==> src/rtl/codec_host_pkg.sv <==
package codec_host_pkg;

  localparam int NUM_IDX = 32;
  localparam int IDX_W   = 5;

  localparam int SLOT_FMT_A = 8;
  localparam int SLOT_CFG   = 9;
  localparam int SLOT_PIN   = 10;
  localparam int SLOT_FMT_B = 28;
  localparam int IEN_BIT    = 1;

  localparam logic [7:0] LOCK_READ  = 8'h80;
  localparam logic [7:0] CFG_FREE   = 8'h03;

  typedef enum logic [1:0] {
    REG_INDEX  = 2'd0,
    REG_DATA   = 2'd1,
    REG_STATUS = 2'd2,
    REG_PLAY   = 2'd3
  } hostReg_e;

  typedef struct packed {
    logic wrIndex;
    logic wrData;
    logic wrStatus;
    logic wrPlay;
    logic lockout;
  } hostStrobe_t;

  // Bits of an indirect slot that a host write may change under the current MCE.
  function automatic logic [7:0] slotWriteMask(input int slot, input logic mce);
    if (slot == SLOT_FMT_A || slot == SLOT_FMT_B) return mce ? 8'hFF : 8'h00;
    else if (slot == SLOT_CFG)                    return mce ? 8'hFF : CFG_FREE;
    else                                          return 8'hFF;
  endfunction

endpackage

==> src/rtl/codec_host_ctrl.sv <==
module codec_host_ctrl
  import codec_host_pkg::*;
#(
  parameter int INIT_CYCLES = 16
) (
  input  logic        clk,
  input  logic        rstN,
  input  logic        hostWrEn,
  input  logic [1:0]  hostAddr,
  input  logic [1:0]  pwrMode,
  output hostStrobe_t strb
);

  localparam int CNT_W = $clog2(INIT_CYCLES + 1);
  localparam logic [CNT_W-1:0] LAST_CNT = CNT_W'(INIT_CYCLES - 1);

  logic [CNT_W-1:0] initCnt;
  logic             initActive;
  logic             pwrDown;
  logic             lockout;

  always_ff @(posedge clk) begin
    if (!rstN) begin
      initCnt    <= '0;
      initActive <= 1'b1;
    end else if (initActive) begin
      initCnt <= initCnt + 1'b1;
      if (initCnt == LAST_CNT) initActive <= 1'b0;
    end
  end

  assign pwrDown = (pwrMode == 2'b01);
  assign lockout = initActive | pwrDown;

  always_comb begin
    strb          = '0;
    strb.lockout  = lockout;
    strb.wrIndex  = hostWrEn && (hostAddr == REG_INDEX)  && !lockout;
    strb.wrData   = hostWrEn && (hostAddr == REG_DATA)   && !lockout;
    strb.wrStatus = hostWrEn && (hostAddr == REG_STATUS);
    strb.wrPlay   = hostWrEn && (hostAddr == REG_PLAY);
  end

  // the init window cannot end before the count is reached
  assert_init_hold_R1: assert property (@(posedge clk) disable iff (!rstN)
    (initActive && initCnt != LAST_CNT) |=> initActive);

  // once ended, initialization does not return without reset
  assert_init_done_R1: assert property (@(posedge clk) disable iff (!rstN)
    !initActive |=> !initActive);

endmodule

==> src/rtl/codec_host_datapath.sv <==
module codec_host_datapath
  import codec_host_pkg::*;
#(
  parameter logic [NUM_IDX-1:0] IMPL_MASK = 32'h1000_FFFF
) (
  input  logic        clk,
  input  logic        rstN,
  input  hostStrobe_t strb,
  input  logic [1:0]  hostAddr,
  input  logic [7:0]  hostWrData,
  input  logic        compatMode,
  input  logic        irqReq,
  input  logic        playConsume,
  input  logic        playReq,
  input  logic        capReq,
  output logic [7:0]  hostRdData,
  output logic [7:0]  idxState,
  output logic [7:0]  playData,
  output logic        playDrq,
  output logic        capDrq,
  output logic        dacMute,
  output logic        irqOut
);

  logic             mce;
  logic             trd;
  logic [IDX_W-1:0] ptr;
  logic [IDX_W-1:0] effPtr;
  logic [7:0]       bank [NUM_IDX];
  logic             intFlag;
  logic             prdy;
  logic [7:0]       playQ;

  // index pointer
  assign effPtr = compatMode ? {1'b0, ptr[IDX_W-2:0]} : ptr;

  always_ff @(posedge clk) begin
    if (!rstN) begin
      mce <= 1'b1;
      trd <= 1'b0;
      ptr <= '0;
    end else if (strb.wrIndex) begin
      mce <= hostWrData[6];
      trd <= hostWrData[5];
      ptr <= {hostWrData[IDX_W-1] & ~compatMode, hostWrData[IDX_W-2:0]};
    end
  end

  assign idxState = {1'b0, mce, trd, effPtr};

  // indirect bank
  for (genvar g = 0; g < NUM_IDX; g++) begin : gBank
    if (IMPL_MASK[g]) begin : gImpl
      logic [7:0] slotQ;
      logic [7:0] wMask;
      logic       hit;
      assign wMask = slotWriteMask(g, mce);
      assign hit   = strb.wrData && (effPtr == IDX_W'(g));
      always_ff @(posedge clk) begin
        if (!rstN)    slotQ <= 8'h00;
        else if (hit) slotQ <= (slotQ & ~wMask) | (hostWrData & wMask);
      end
      assign bank[g] = slotQ;
    end else begin : gNone
      assign bank[g] = 8'h00;
    end
  end

  // interrupt and playback status
  always_ff @(posedge clk) begin
    if (!rstN)              intFlag <= 1'b0;
    else if (irqReq)        intFlag <= 1'b1;
    else if (strb.wrStatus) intFlag <= 1'b0;
  end

  always_ff @(posedge clk) begin
    if (!rstN) begin
      prdy  <= 1'b1;
      playQ <= 8'h00;
    end else if (strb.wrPlay) begin
      prdy  <= 1'b0;
      playQ <= hostWrData;
    end else if (playConsume) begin
      prdy  <= 1'b1;
    end
  end

  assign playData = playQ;
  assign irqOut   = intFlag & bank[SLOT_PIN][IEN_BIT];
  assign dacMute  = mce;
  assign playDrq  = playReq & (~trd | ~intFlag);
  assign capDrq   = capReq  & (~trd | ~intFlag);

  // read mux
  always_comb begin
    unique case (hostAddr)
      REG_INDEX:  hostRdData = strb.lockout ? LOCK_READ : idxState;
      REG_DATA:   hostRdData = strb.lockout ? LOCK_READ : bank[effPtr];
      REG_STATUS: hostRdData = {6'b0, prdy, intFlag};
      default:    hostRdData = playQ;
    endcase
  end

  // an interrupt event is visible after the edge
  assert_int_set_R8: assert property (@(posedge clk) disable iff (!rstN)
    irqReq |=> intFlag);

  // a status write without a new event clears INT
  assert_int_clr_R8: assert property (@(posedge clk) disable iff (!rstN)
    (strb.wrStatus && !irqReq) |=> !intFlag);

  // a playback write always leaves the byte pending
  assert_prdy_clr_R10: assert property (@(posedge clk) disable iff (!rstN)
    strb.wrPlay |=> !prdy);

  // format slot 8 holds when MCE is clear
  assert_fmt_lock_R5: assert property (@(posedge clk) disable iff (!rstN)
    (strb.wrData && !mce && effPtr == IDX_W'(SLOT_FMT_A)) |=> $stable(bank[SLOT_FMT_A]));

  // protected bits of slot 9 hold when MCE is clear
  assert_cfg_lock_R6: assert property (@(posedge clk) disable iff (!rstN)
    (strb.wrData && !mce && effPtr == IDX_W'(SLOT_CFG)) |=> $stable(bank[SLOT_CFG][7:2]));

  // in compatibility mode the pointer never reaches the upper half
  assert_compat_R4: assert property (@(posedge clk) disable iff (!rstN)
    (strb.wrIndex && compatMode) |=> !ptr[IDX_W-1]);

endmodule

==> src/rtl/codec_host_regs.sv <==
module codec_host_regs
  import codec_host_pkg::*;
#(
  parameter int INIT_CYCLES = 16,
  parameter logic [NUM_IDX-1:0] IMPL_MASK = 32'h1000_FFFF
) (
  input  logic       clk,
  input  logic       rstN,
  input  logic [1:0] hostAddr,
  input  logic       hostWrEn,
  input  logic [7:0] hostWrData,
  output logic [7:0] hostRdData,
  input  logic       compatMode,
  input  logic [1:0] pwrMode,
  input  logic       irqReq,
  input  logic       playConsume,
  input  logic       playReq,
  input  logic       capReq,
  output logic [7:0] playData,
  output logic       playDrq,
  output logic       capDrq,
  output logic       dacMute,
  output logic       irqOut
);

  hostStrobe_t strb;
  logic [7:0]  idxState;

  codec_host_ctrl #(.INIT_CYCLES(INIT_CYCLES)) uCtrl (
    .clk      (clk),
    .rstN     (rstN),
    .hostWrEn (hostWrEn),
    .hostAddr (hostAddr),
    .pwrMode  (pwrMode),
    .strb     (strb)
  );

  codec_host_datapath #(.IMPL_MASK(IMPL_MASK)) uData (
    .clk         (clk),
    .rstN        (rstN),
    .strb        (strb),
    .hostAddr    (hostAddr),
    .hostWrData  (hostWrData),
    .compatMode  (compatMode),
    .irqReq      (irqReq),
    .playConsume (playConsume),
    .playReq     (playReq),
    .capReq      (capReq),
    .hostRdData  (hostRdData),
    .idxState    (idxState),
    .playData    (playData),
    .playDrq     (playDrq),
    .capDrq      (capDrq),
    .dacMute     (dacMute),
    .irqOut      (irqOut)
  );

  // an index write under lockout leaves the pointer untouched
  assert_lock_idx_R2: assert property (@(posedge clk) disable iff (!rstN)
    (hostWrEn && hostAddr == 2'd0 && strb.lockout && !$rose(compatMode) && !$fell(compatMode))
      |=> $stable(idxState));

  // mute follows MCE
  assert_mute_R7: assert property (@(posedge clk) disable iff (!rstN)
    (!strb.lockout && hostAddr == 2'd0) |-> (dacMute == hostRdData[6]));

endmodule

==> config.mk <==
export PLATFORM = sky130hd
export DESIGN_NAME = codec_host_regs
export DESIGN_NICKNAME = d
export VERILOG_FILES = /design/src/rtl/codec_host_pkg.sv /design/src/rtl/codec_host_ctrl.sv /design/src/rtl/codec_host_datapath.sv /design/src/rtl/codec_host_regs.sv
export SDC_FILE = /design/constraint.sdc
export NUM_CORES = 1
export LEC_CHECK = 0
export BUFFER_PORTS_ARGS = -buffer_cell sky130_fd_sc_hd__buf_2
export CAP_MARGIN = 10
export CELL_PAD_IN_SITES_DETAIL_PLACEMENT = 0
export CELL_PAD_IN_SITES_GLOBAL_PLACEMENT = 1
export CORE_AREA = 3 3 129 131
export DETAILED_ROUTE_END_ITERATION = 8
export DIE_AREA = 0 0 132 134
export MAX_ROUTING_LAYER = met4
export PLACE_DENSITY_LB_ADDON = 0.1
export SLEW_MARGIN = 5
export SYNTH_ARGS = -nofsm -noshare
export SYNTH_HDL_FRONTEND = slang
export SYNTH_SLANG_ARGS = --single-unit
==> constraint.sdc <==
create_clock -name clk -period 2.3 [get_ports clk]
set_input_delay 0 -clock clk [delete_from_list [all_inputs] [get_ports clk]]
set_output_delay 0 -clock clk [all_outputs]
set_load 0.02 [all_outputs]
# [Word-level counts from Yosys, hierarchy flattened]
# Index checks and enable logic that the tools add are counted.
[word_totals] ff_bits=159 inputBits=20 wordCells=111
[classes] add_sub_neg=1 magnitude_cmp=1 eq_ne=21 n_mux=15 bitwise=20 n_reduce_logical=28
[op_table] operator="two-way mux 8 bit" n=6
[op_table] operator="== test 5 x 4 -> 1 bit (second input constant)" n=9
[op_table] operator="AND 8 bit" n=5
[op_table] operator="binary-select mux 8 bit (select 5 bit)" n=1
[op_table] operator="OR 8 bit" n=3
[op_table] operator="case mux 8 bit (3 select lines)" n=1
[op_table] operator="logical AND 1 bit" n=23
[op_table] operator="== test 5 x 3 -> 1 bit (second input constant)" n=4
[op_table] operator="NOT 8 bit" n=2
[op_table] operator="== test 5 x 2 -> 1 bit (second input constant)" n=2
[op_table] operator="greater-or-equal comparator 6 bit (second input constant)" n=1
[op_table] operator="two-way mux 1 bit" n=6
[op_table] operator="NOT 5 -> 6 bit" n=1
[op_table] operator="adder 5 x 1 -> 5 bit (second input constant)" n=1
[op_table] operator="== test 5 x 1 -> 1 bit (second input constant)" n=1
[op_table] operator="== test 5 bit (second input constant)" n=1
[op_table] operator="logical NOT 5 bit" n=1
[op_table] operator="two-way mux 5 bit" n=1
[op_table] operator="AND 1 bit" n=4
[op_table] operator="== test 2 x 1 -> 1 bit (second input constant)" n=2
[op_table] operator="== test 2 bit (second input constant)" n=2
[op_table] operator="nonzero test 2 bit" n=2
[op_table] operator="NOT 1 bit" n=3
[op_table] operator="logical NOT 2 bit" n=1
[op_table] operator="other kinds (2)" n=3

# [Depth between registers and ports, before layout]
# Gate-level depths: netlist of run 1.
[logic_depth] word_depth=7 ltp_mapped=9

# [Hierarchy]
# From an unflattened synthesis of run 1, not the netlist that was laid out.
[unflattened] hier_cells=731 area_unflattened_um2=7985.2
[modules_own_cells] mod="codec_host_datapath" n_inst=1 cells_each=695 area_each_um2=7641.1 seq_area_each_um2=3062.9
[modules_own_cells] mod="codec_host_ctrl" n_inst=1 cells_each=36 area_each_um2=344.1 seq_area_each_um2=120.1

# [Worst setup path before layout of run 1]
# OpenSTA, ideal clock, no wires.
[synth_path] path_kind="reg2out" from="register uData.ptr[0]" to="output port hostRdData[2]" t_arrival_ns=1.876 setup_slack_ns=0.424 path_stages_with_launch=7 cell_sequence="dfxtp_1 > buf_4 > buf_2 > buf_1 > mux2_2 > a222oi_1 > o21ai_1"
[synth_via] elab_chain_len=7
[synth_lines] element="start: declaration" line_no="codec_host_datapath.sv:27" source="logic [IDX_W-1:0] ptr;"
[synth_lines] element="start signal: assignment" line_no="codec_host_datapath.sv:45" source="ptr <= {hostWrData[IDX_W-1] & ~compatMode, hostWrData[IDX_W-2:0]};"
[synth_lines] element="two-way mux 5 bit" line_no="codec_host_datapath.sv:35" source="assign effPtr = compatMode ? {1'b0, ptr[IDX_W-2:0]} : ptr;"
[synth_lines] element="NOT 5 -> 6 bit (implied by the code)" line_no="codec_host_datapath.sv:98" source="REG_DATA: hostRdData = strb.lockout ? LOCK_READ : bank[effPtr];"
[synth_lines] element="binary-select mux 8 bit (select 5 bit)" line_no="codec_host_datapath.sv:98"
[synth_lines] element="two-way mux 8 bit (implied by the code) (2 in a row)" line_no="codec_host_datapath.sv:98"
[synth_lines] element="two-way mux 8 bit" line_no="codec_host_datapath.sv:98"
[synth_lines] element="case mux 8 bit (3 select lines)" line_no="codec_host_datapath.sv:96" source="unique case (hostAddr)"
[synth_lines] element="end: declaration" line_no="codec_host_regs.sv:12" source="output logic [7:0] hostRdData,"
# Every way passes these cells. The select of a mux whose other input is x is not followed.

# [Worst setup path in the final report of run 1]
[layout_path] from="register uData.ptr[1]" to="output port hostRdData[4]"
# The elaborated chain is that of the path after synthesis.

==> results of run 1 <==
-- routing by layer --
metal | vias to the layer above | wire (µm) | global-route usage, %
met5 | - | 0 | -
met4 | 0 | 504 | 8.285
met3 | 39 | 929 | 4.801
met2 | 141 | 9157 | 37.00
met1 | 2734 | 9076 | 29.88
li1 | 2649 | - | -
-- worst max-delay path by stage --
| stage | end | slack, ns |
|---|---|---|
| finish | hostRdData[4] | -0.05 |
| global route | hostRdData[4] | -0.19 |
| CTS | hostRdData[4] | -0.09 |
| detailed placement | hostRdData[5] | 0.16 |
| global placement | hostRdData[5] | 0.14 |
| floorplan | hostRdData[2] | 0.42 |
-- critical path, delay by kind of cell, from the launching register on --
| kind | cells | cell delay [ns] |
|---|---|---|
| buf+inv | 2 | 0.30 |
| compound gates | 2 | 0.44 |
| mux | 2 | 0.79 |
| flops | 1 | 0.40 |
-- area by class of cell --
class                   count  area, µm²
fillers                  1383       6827
well taps                 216      270.3
repair buffers             78      611.8
clock buffers              22      484.2
flip-flops and latches    159       3191
inverters                   3      11.26
clock inverters            10      126.4
multi-input cells         515       4192
-- cells by family after synthesis --
kind of cell / after synthesis / synth area share, %
DFF: 159 / 41.75
adders and majority gates: 2 / 0.3282
muxes: 174 / 26.51
AOI/OAI and AO/OA: 66 / 6.122
buffers and inverters: 66 / 3.972
and+or+nand+nor: 270 / 20.98
xor gates and xnor gates: 3 / 0.3447
-- Yosys cell counts, drive strengths merged (5+ instances only) --
library cell | n | share of area (%)
nand3 | 21 | 1.8
mux2i | 149 | 20
nand2 | 82 | 4.0
and2 | 5 | 0.41
and3 | 5 | 0.41
nor2b | 120 | 9.8
a22oi | 9 | 0.89
mux4 | 22 | 6.5
a21oi | 11 | 0.72
dfxtp | 159 | 42
nor2 | 11 | 0.71
nand4 | 10 | 1.5
buf | 19 | 1.6
a21boi | 24 | 2.4
clkbuf | 44 | 2.2
o21ai | 7 | 0.46
-- through the flow --
stage | instances | area [µm²] | hold WS (ns) | utilization (%)
2_1_floorplan | 740 | 7624 | 0.1385 | -
3_3_place_gp | 954 | 8024 | 0.2272 | 51.07
3_5_place_dp | 954 | 8024 | 0.2371 | 51.07
4_1_cts | 999 | 8841 | 0.0001595 | 56.27
5_1_grt | 1003 | 8886 | 0.02611 | 56.55
6_report | 1003 | 8886 | 0.01847 | 56.55
-- repair_timing --
item / CTS / global route
hold buffers: 4 / 0
resized for setup: 18 / 6
pin swaps: 14 / 5
endpoints found under the setup margin: 8 / 7
gates cloned: 1 / 0
hold endpoints to repair: 8 / 0
buffers inserted: 8 / 5
-- power by group through the flow --
stage,combinational (mW),sequential [mW],clock [mW]
detailed placement,0.229,2.84,0
global placement,0.225,2.83,0
CTS,0.236,2.77,2.94
global route,0.255,2.77,3.05
floorplan,0.146,2.84,0
finish,0.236,2.77,2.88
==> impl_metrics.tcl, run 1 <==
set metrics [dict create \
    status "complete, but fails checks" \
    violations "negative setup slack" \
    r2r.worst_path.cells 6 \
    min_path_cells 4 \
    regToRegSetupSlack_ns 0.15 \
    power.density_nw_per_um2 662.6 \
    nNetsFinal 796 \
    rows 46 \
    antenna_left 0 \
    cp-startpoint "uData.ptr[1]$_SDFFE_PN0P_" \
    vias 5563 \
    drt-total-wl_mm 19.67 \
    clkPwrFrac_pct 48.9 \
    ys_types 50 \
    antenna_found_initial 0 \
    die_x_um 132 \
    grt_pass1_wl_mm 31.07 \
    setup_tns_ns -0.1659 \
    critPathMaxFanout 4 \
    r2r-end "uData.gBank[1].gImpl.slotQ[2]$_SDFFE_PN0P_" \
    gp_congestion 0.8823 \
    min_from "hostAddr[1]" \
    synth_cells 740 \
    ys_ff_latch 159 \
    ios 40 \
    die_y_um 134 \
    final_common_cell "dfxtp_1" \
    p_int_mw 4.575 \
    drive_gt1_share_pct 20.46 \
    crit_chain "buf_12 -> mux4_2 -> mux2_4 -> a222oi_1 -> o21ai_1 -> buf_4" \
    tritoncts "done" \
    required_ns 2.30 \
    holdPathEnd "uData.intFlag$_SDFFE_PN0P_" \
    switching_share_pct 22.30 \
    synth_edf_count 0 \
    timing.fmax_mhz 425.1 \
    clkSlewWorstSetupHoldPaths_ns 0.06 \
    cpPeakStageDelay_ns 0.50 \
    crit_path_start_kind "flip-flop" \
    final_max_slew_viol_count 0 \
    grt_pass1_vias 5454 \
    mostFrequentLayoutCells "dfxtp_1 (157), mux2i_1 (149), nor2b_1 (120), nand2_1 (82)" \
    wl_per_cell_um 19.61 \
    fin_crit_ns 2.353 \
    syn2layout_area_growth_pct 16.56 \
    viasPerCell 5.546 \
    synth_seq_area_share_pct 41.75 \
    p_seq_share_pct 47.1 \
    io_buffers 39 \
    post-route-period-util_pct 102.3 \
    r2r-start "uData.ptr[1]$_SDFFE_PN0P_" \
    ir_drop_v 0.0005360 \
    grt_remaining_overflow 0 \
    h-tree-depth 4 \
    synth_fp_nets 762 \
    dr.first_iter.drc_count 476 \
    tightestPinTransition_ns 0.8855 \
    dp_hpwl_mm 12.81 \
    finalSetupViolations 5 \
    dpl_worst_slack_ns 0.1616 \
    finalWorstSetupSlack_ns -0.05258 \
    start_util_pct 48.52 \
    grtUsageTotal_pct 23.35 \
    hold_violations 0 \
    synth_area_um2 7624 \
    die-area_um2 17690 \
    rsz0062_at_grt "yes" \
    postSynthAreaPerCell_um2 10.30 \
    combPwrFrac_pct 4.0 \
    p_sw_mw 1.313 \
    total_power_mw 5.888 \
    diodes 0 \
    hp-class "in2reg" \
    cts_root_buf "clkbuf_16" \
    cp-end-kind "primary output" \
    crit_type "reg2out" \
    clkSinkCount 159 \
    synth_ff_type "dfxtp_1" \
    clk_path_buf_depth 2 \
    numCtsBuffers 17 \
    synth-async-reset-ratio_pct 0 \
    post-route-drc-count 0 \
    ys_warn_count 0 \
    skew_ns 0.009825 \
    critPathSlowestCell "mux4_2" \
    slew_headroom_pct 40.53 \
    grt_start_max_net_pins 73 \
    p_leak_nw 3.375 \
    clock_latency_ns 0.43 \
    drv_cap 0 \
    coreArea_um2 15710 \
    drt-pass1-iter-count 5 \
    arrival_ns 2.35 \
]
Note: power is estimated with default switching activity, not from simulation.
==> run 2: changes to the inputs <==
--- a/config.mk
+++ b/config.mk
@@ -14,6 +14,7 @@
 export DIE_AREA = 0 0 132 134
 export MAX_ROUTING_LAYER = met4
 export PLACE_DENSITY_LB_ADDON = 0.1
+export RECOVER_POWER = 25
 export SLEW_MARGIN = 5
 export SYNTH_ARGS = -nofsm -noshare
 export SYNTH_HDL_FRONTEND = slang
==> run 2 against run 1 <==
Effect of this change: the flow still finishes with violations (negative setup slack); non-clock buffer count stayed put; register-to-register slack worse by 0.05 ns; critical path depth did not move; clock power about the same; sequential cell count unchanged; cell count did not move; sequential share of layout area increased by 0.16 points; cell area down 0.44%; combinational power about the same.
==> impl_metrics.tcl, run 2 (synthesis results as in run 1) <==
set metrics [dict create \
    slew_headroom_pct 38.54 \
    ios 40 \
    p_leak_nw 3.320 \
    nNetsFinal 796 \
    wl_per_cell_um 19.62 \
    fin_crit_ns 2.371 \
    placed_area_um2 8024 \
    gp_congestion 0.8823 \
    clock_latency_ns 0.43 \
    setup_tns_ns -0.1361 \
    dp_hpwl_mm 12.81 \
    clkSinkCount 159 \
    grt_start_max_net_pins 73 \
    grt_remaining_overflow 0 \
    grtUsageTotal_pct 23.35 \
    coreArea_um2 15710 \
    rows 46 \
    holdPathEnd "uData.intFlag$_SDFFE_PN0P_" \
    finalWorstSetupSlack_ns -0.07078 \
    post-route-drc-count 0 \
    antenna_found_initial 0 \
    regToRegSetupSlack_ns 0.10 \
    rsz0062_at_grt "yes" \
    arrival_ns 2.37 \
    drive_gt1_share_pct 18.42 \
    finalSetupViolations 5 \
    crit_type "reg2out" \
    critPathSlowestCell "mux4_2" \
    final_cells 1003 \
    power.density_nw_per_um2 665.0 \
    numCtsBuffers 17 \
    cpPeakStageDelay_ns 0.50 \
    cp_num_cells 6 \
    drv_cap 0 \
    r2r-start "uCtrl.initActive$_SDFF_PN1_" \
    tritoncts "done" \
    dpl_worst_slack_ns 0.1616 \
    final_common_cell "dfxtp_1" \
    tightestPinTransition_ns 0.9150 \
    syn2layout_area_growth_pct 16.05 \
    grt_pass1_vias 5454 \
    cp-end-kind "primary output" \
    placed_cells 954 \
    fin_util_pct 56.31 \
    mostFrequentLayoutCells "dfxtp_1 (157), mux2i_1 (149), nor2b_1 (120), nand2_1 (82), buf_4 (30)" \
    start_util_pct 48.52 \
    diodes 0 \
    grt_pass1_wl_mm 31.07 \
    cts_root_buf "clkbuf_16" \
    whs_ns 0.002326 \
    hp-class "in2reg" \
    skew_ns 0.01052 \
    die_y_um 134 \
    violations "negative setup slack" \
    crit_family "multiplexers" \
    timing.fmax_mhz 421.8 \
    io_buffers 39 \
    crit_chain "buf_12 -> mux4_2 -> mux2_4 -> a222oi_1 -> o21ai_1 -> buf_4" \
    h-tree-depth 4 \
    antenna_left 0 \
    dr.first_iter.drc_count 484 \
    clk_path_buf_depth 2 \
    hold_violations 0 \
    total_power_mw 5.883 \
    min_from "hostAddr[1]" \
    critPathMaxFanout 4 \
    num-fill-cells 1395 \
    crit_path_start_kind "flip-flop" \
    final_max_slew_viol_count 0 \
    r2r-end "uData.gBank[5].gImpl.slotQ[1]$_SDFFE_PN0P_" \
    post-route-period-util_pct 103.1 \
    drt-pass1-iter-count 5 \
    die-area_um2 17690 \
    ir_drop_v 0.0005365 \
    r2r.worst_path.cells 6 \
    min_path_cells 4 \
    die_x_um 132 \
    required_ns 2.30 \
    clkSlewWorstSetupHoldPaths_ns 0.06 \
    drt-total-wl_mm 19.68 \
    status "complete, but fails checks" \
    design_area_um2 8847 \
    path_buf_inv 2 \
    vias 5530 \
    viasPerCell 5.513 \
]
==> run 2: timing repair <==
| action | in CTS | in global routing |
|---|---|---|
| setup endpoints to repair | 8 | 7 |
| cloned | 1 | 0 |
| endpoints found under the hold margin | 8 | 0 |
| pin swaps | 14 | 5 |
| gates resized for setup | 18 | 6 |
| buffers inserted | 8 | 5 |
| hold buffers | 4 | 0 |
==> run 2: final cells by class <==
cell class,count,area [µm²],share of cell area [%]
multi-input cells,515,4178,47.22
flip-flops and latches,159,3191,36.06
repair buffers,78,586.8,6.633
clock buffers,22,484.2,5.473
well taps,216,270.3,3.055
clock inverters,10,126.4,1.428
inverters,3,11.26,0.1273
==> run 2: metal layers <==
layer	track usage [%]	share of wire, %	up-vias
met4	8.285	2.3	0
met1	29.88	47	2721
met2	37.00	47	122
met5	-	0	-
met3	4.801	4.2	33
li1	-	-	2654
==> run 2: where the power goes <==
part	switching, mW	leakage, nW	internal [mW]
clock network	1.15	0.290	1.73
registers	0.00993	1.28	2.76
logic	0.150	1.75	0.0848
total	1.31	3.32	4.57
==> run 2: how the worst max path moves through the flow <==
stage / start / slack, ns / endpoint
6_report: uData.ptr[1]$_SDFFE_PN0P_ / -0.07 / hostRdData[4]
3_5_place_dp: uData.ptr[0]$_SDFFE_PN0P_ / 0.16 / hostRdData[5]
2_1_floorplan: uData.ptr[0]$_SDFFE_PN0P_ / 0.42 / hostRdData[2]
5_1_grt: uData.ptr[1]$_SDFFE_PN0P_ / -0.19 / hostRdData[4]
3_3_place_gp: uData.ptr[0]$_SDFFE_PN0P_ / 0.14 / hostRdData[5]
4_1_cts: uData.ptr[1]$_SDFFE_PN0P_ / -0.09 / hostRdData[4]
==> run 2: worst reg2reg max path, delay by kind of cell (launching register included) <==
family	cells	cell delay (ns)
muxes	1	0.28
and+or+nand+nor	4	1.12
DFF	1	0.31
buffers and inverters	1	0.39
==> run 3: changes to the inputs <==
--- a/config.mk
+++ b/config.mk
@@ -6,12 +6,11 @@
 export NUM_CORES = 1
 export LEC_CHECK = 0
 export BUFFER_PORTS_ARGS = -buffer_cell sky130_fd_sc_hd__buf_2
-export CAP_MARGIN = 10
 export CELL_PAD_IN_SITES_DETAIL_PLACEMENT = 0
 export CELL_PAD_IN_SITES_GLOBAL_PLACEMENT = 1
-export CORE_AREA = 3 3 129 131
+export CORE_AREA = 2 2 135 137
 export DETAILED_ROUTE_END_ITERATION = 8
-export DIE_AREA = 0 0 132 134
+export DIE_AREA = 0 0 137 139
 export MAX_ROUTING_LAYER = met4
 export PLACE_DENSITY_LB_ADDON = 0.1
 export RECOVER_POWER = 25
==> constraint.sdc (replaced) <==
create_clock -name clk -period 2 [get_ports clk]
set_input_delay 0 -clock clk [delete_from_list [all_inputs] [get_ports clk]]
set_output_delay 0 -clock clk [all_outputs]
set_load 0.02 [all_outputs]
==> run 3 against run 2 <==
Effect of this change: global-route usage shrank 0.89 points; core utilization shrank 5.2 points; highest routed layer unchanged; non-clock buffer count grew 11; first-iteration DRC count shrank 23%; critical path depth is the same; the flow still finishes with violations (negative setup slack).
==> impl_metrics.tcl, run 3 (synthesis results as in run 1) <==
set metrics [dict create \
    clk_path_buf_depth 2 \
    num-fill-cells 1633 \
    antenna_found_initial 0 \
    grt_start_max_net_pins 73 \
    arrival_ns 2.31 \
    placed_area_um2 8190 \
    numCtsBuffers 17 \
    multiInputGateArea_um2 4235 \
    wl_met3_um 703 \
    design_area_um2 9026 \
    start_util_pct 43.18 \
    die_x_um 137 \
    r2r.worst_path.cells 7 \
    timing.fmax_mhz 433.6 \
    status "complete, but fails checks" \
    cts_root_buf "clkbuf_16" \
    dr_wl_met2_mm 9.012 \
    crit_type "reg2out" \
    diodes 0 \
    drv_cap 0 \
    total_power_mw 6.616 \
    grt_remaining_overflow 0 \
    min_from "hostWrData[7]" \
    clock_latency_ns 0.43 \
    grt_pass1_vias 5345 \
    wl_per_cell_um 19.67 \
    drive_gt1_share_pct 20.55 \
    finalSetupViolations 33 \
    syn2layout_area_growth_pct 18.40 \
    post-route-period-util_pct 115.3 \
    die-area_um2 19040 \
    setup_tns_ns -3.046 \
    viasPerCell 5.352 \
    grt_pass1_wl_mm 31.17 \
    gp_congestion 0.8187 \
    rsz0062_at_grt "yes" \
    die_y_um 139 \
    crit_end "hostRdData[6]" \
    ir_drop_v 0.0005211 \
    regToRegSetupSlack_ns -0.08 \
    r2r-start "uCtrl.initActive$_SDFF_PN1_" \
    drt-met1-wl_mm 10.17 \
    p_leak_nw 3.374 \
    io_buffers 39 \
    required_ns 2.00 \
    power.density_nw_per_um2 733.0 \
    final_common_cell "dfxtp_1" \
    dr.first_iter.drc_count 374 \
    rows 49 \
    grtUsageTotal_pct 22.46 \
    nNetsFinal 807 \
    vias 5497 \
    tritoncts "done" \
    drt-total-wl_mm 20.20 \
    top_layer_used "met4" \
    h-tree-depth 4 \
    dpl_worst_slack_ns 0.005336 \
    critPathMaxFanout 4 \
    cp-end-kind "primary output" \
    violations "negative setup slack" \
    hold_violations 0 \
    skew_ns 0.007450 \
    antenna_left 0 \
    crit_path_start_kind "flip-flop" \
    post-route-drc-count 0 \
    seqCellArea_um2 3194 \
    clkSinkCount 159 \
    final_max_slew_viol_count 0 \
    ios 40 \
    coreArea_um2 17660 \
    tightestPinTransition_ns 0.6807 \
    clkSlewWorstSetupHoldPaths_ns 0.06 \
    cp-startpoint "uData.ptr[1]$_SDFFE_PN0P_" \
    mostFrequentLayoutCells "dfxtp_1 (156), mux2i_1 (148), nor2b_1 (117), nand2_1 (82), buf_4 (35)" \
    dp_hpwl_mm 13.25 \
    finalWorstSetupSlack_ns -0.3062 \
    slew_headroom_pct 54.62 \
    hp-class "in2reg" \
    drt-pass1-iter-count 5 \
    fin_crit_ns 2.306 \
]
## run 3: critical path, cell delays in order, from the launching register on
cell      delay, ns
dfxtp_4        0.37
buf_6          0.13
mux4_2         0.49
mux2_4         0.28
a222oi_1       0.31
o21ai_1        0.13
buf_4          0.17
## run 3: cell type report
| type | count | area share, % |
|---|---|---|
| sequential | 159 | 35.39 |
| tap | 229 | 3.174 |
| inverter | 3 | 0.1248 |
| multi-input combinational | 515 | 46.92 |
| clock buffer | 21 | 4.990 |
| clock inverter | 11 | 1.289 |
| timing repair buffer | 89 | 8.109 |
## run 3: worst min-delay path by stage
stage                                 endpoint  slack [ns]  cells past startpoint
floorplan           uData.intFlag$_SDFFE_PN0P_        0.14                      2
global placement    uData.intFlag$_SDFFE_PN0P_        0.24                      3
CTS                                  flip-flop       0.002                      3
detailed placement  uData.intFlag$_SDFFE_PN0P_        0.25                      3
global route                         flip-flop        0.04                      3
finish                               flip-flop        0.01                      3
## run 3: stage by stage
step | cells | hold WS, ns | util, %
6_report | 1027 | 0.009779 | 51.12
5_1_grt | 1027 | 0.03714 | 51.12
4_1_cts | 1021 | 0.001520 | 50.62
3_5_place_dp | 977 | 0.2518 | 46.39
3_3_place_gp | 977 | 0.2380 | 46.39
2_1_floorplan | 740 | 0.1385 | -
## run 3: report_power, final
group | switching (mW) | total [mW] | internal (mW)
clock network | 1.29 | 3.15 | 1.86
logic | 0.178 | 0.278 | 0.0998
registers | 0.0115 | 3.19 | 3.18
total | 1.48 | 6.62 | 5.13
## run 3: metal layers
metal  up-vias  GRT usage, %
li1       2666             -
met1      2719         31.56
met3        18         4.934
met4         0         6.457
met5         -             -
met2        94         32.36
## run 3: timing repair
action                     4_1_cts  5_1_grt
resized for setup               19       22
hold buffers                     5        0
pin swaps                        7       12
gates cloned                     0        1
setup endpoints to repair        8       29
hold endpoints to repair         8        0
buffers inserted                 7        5
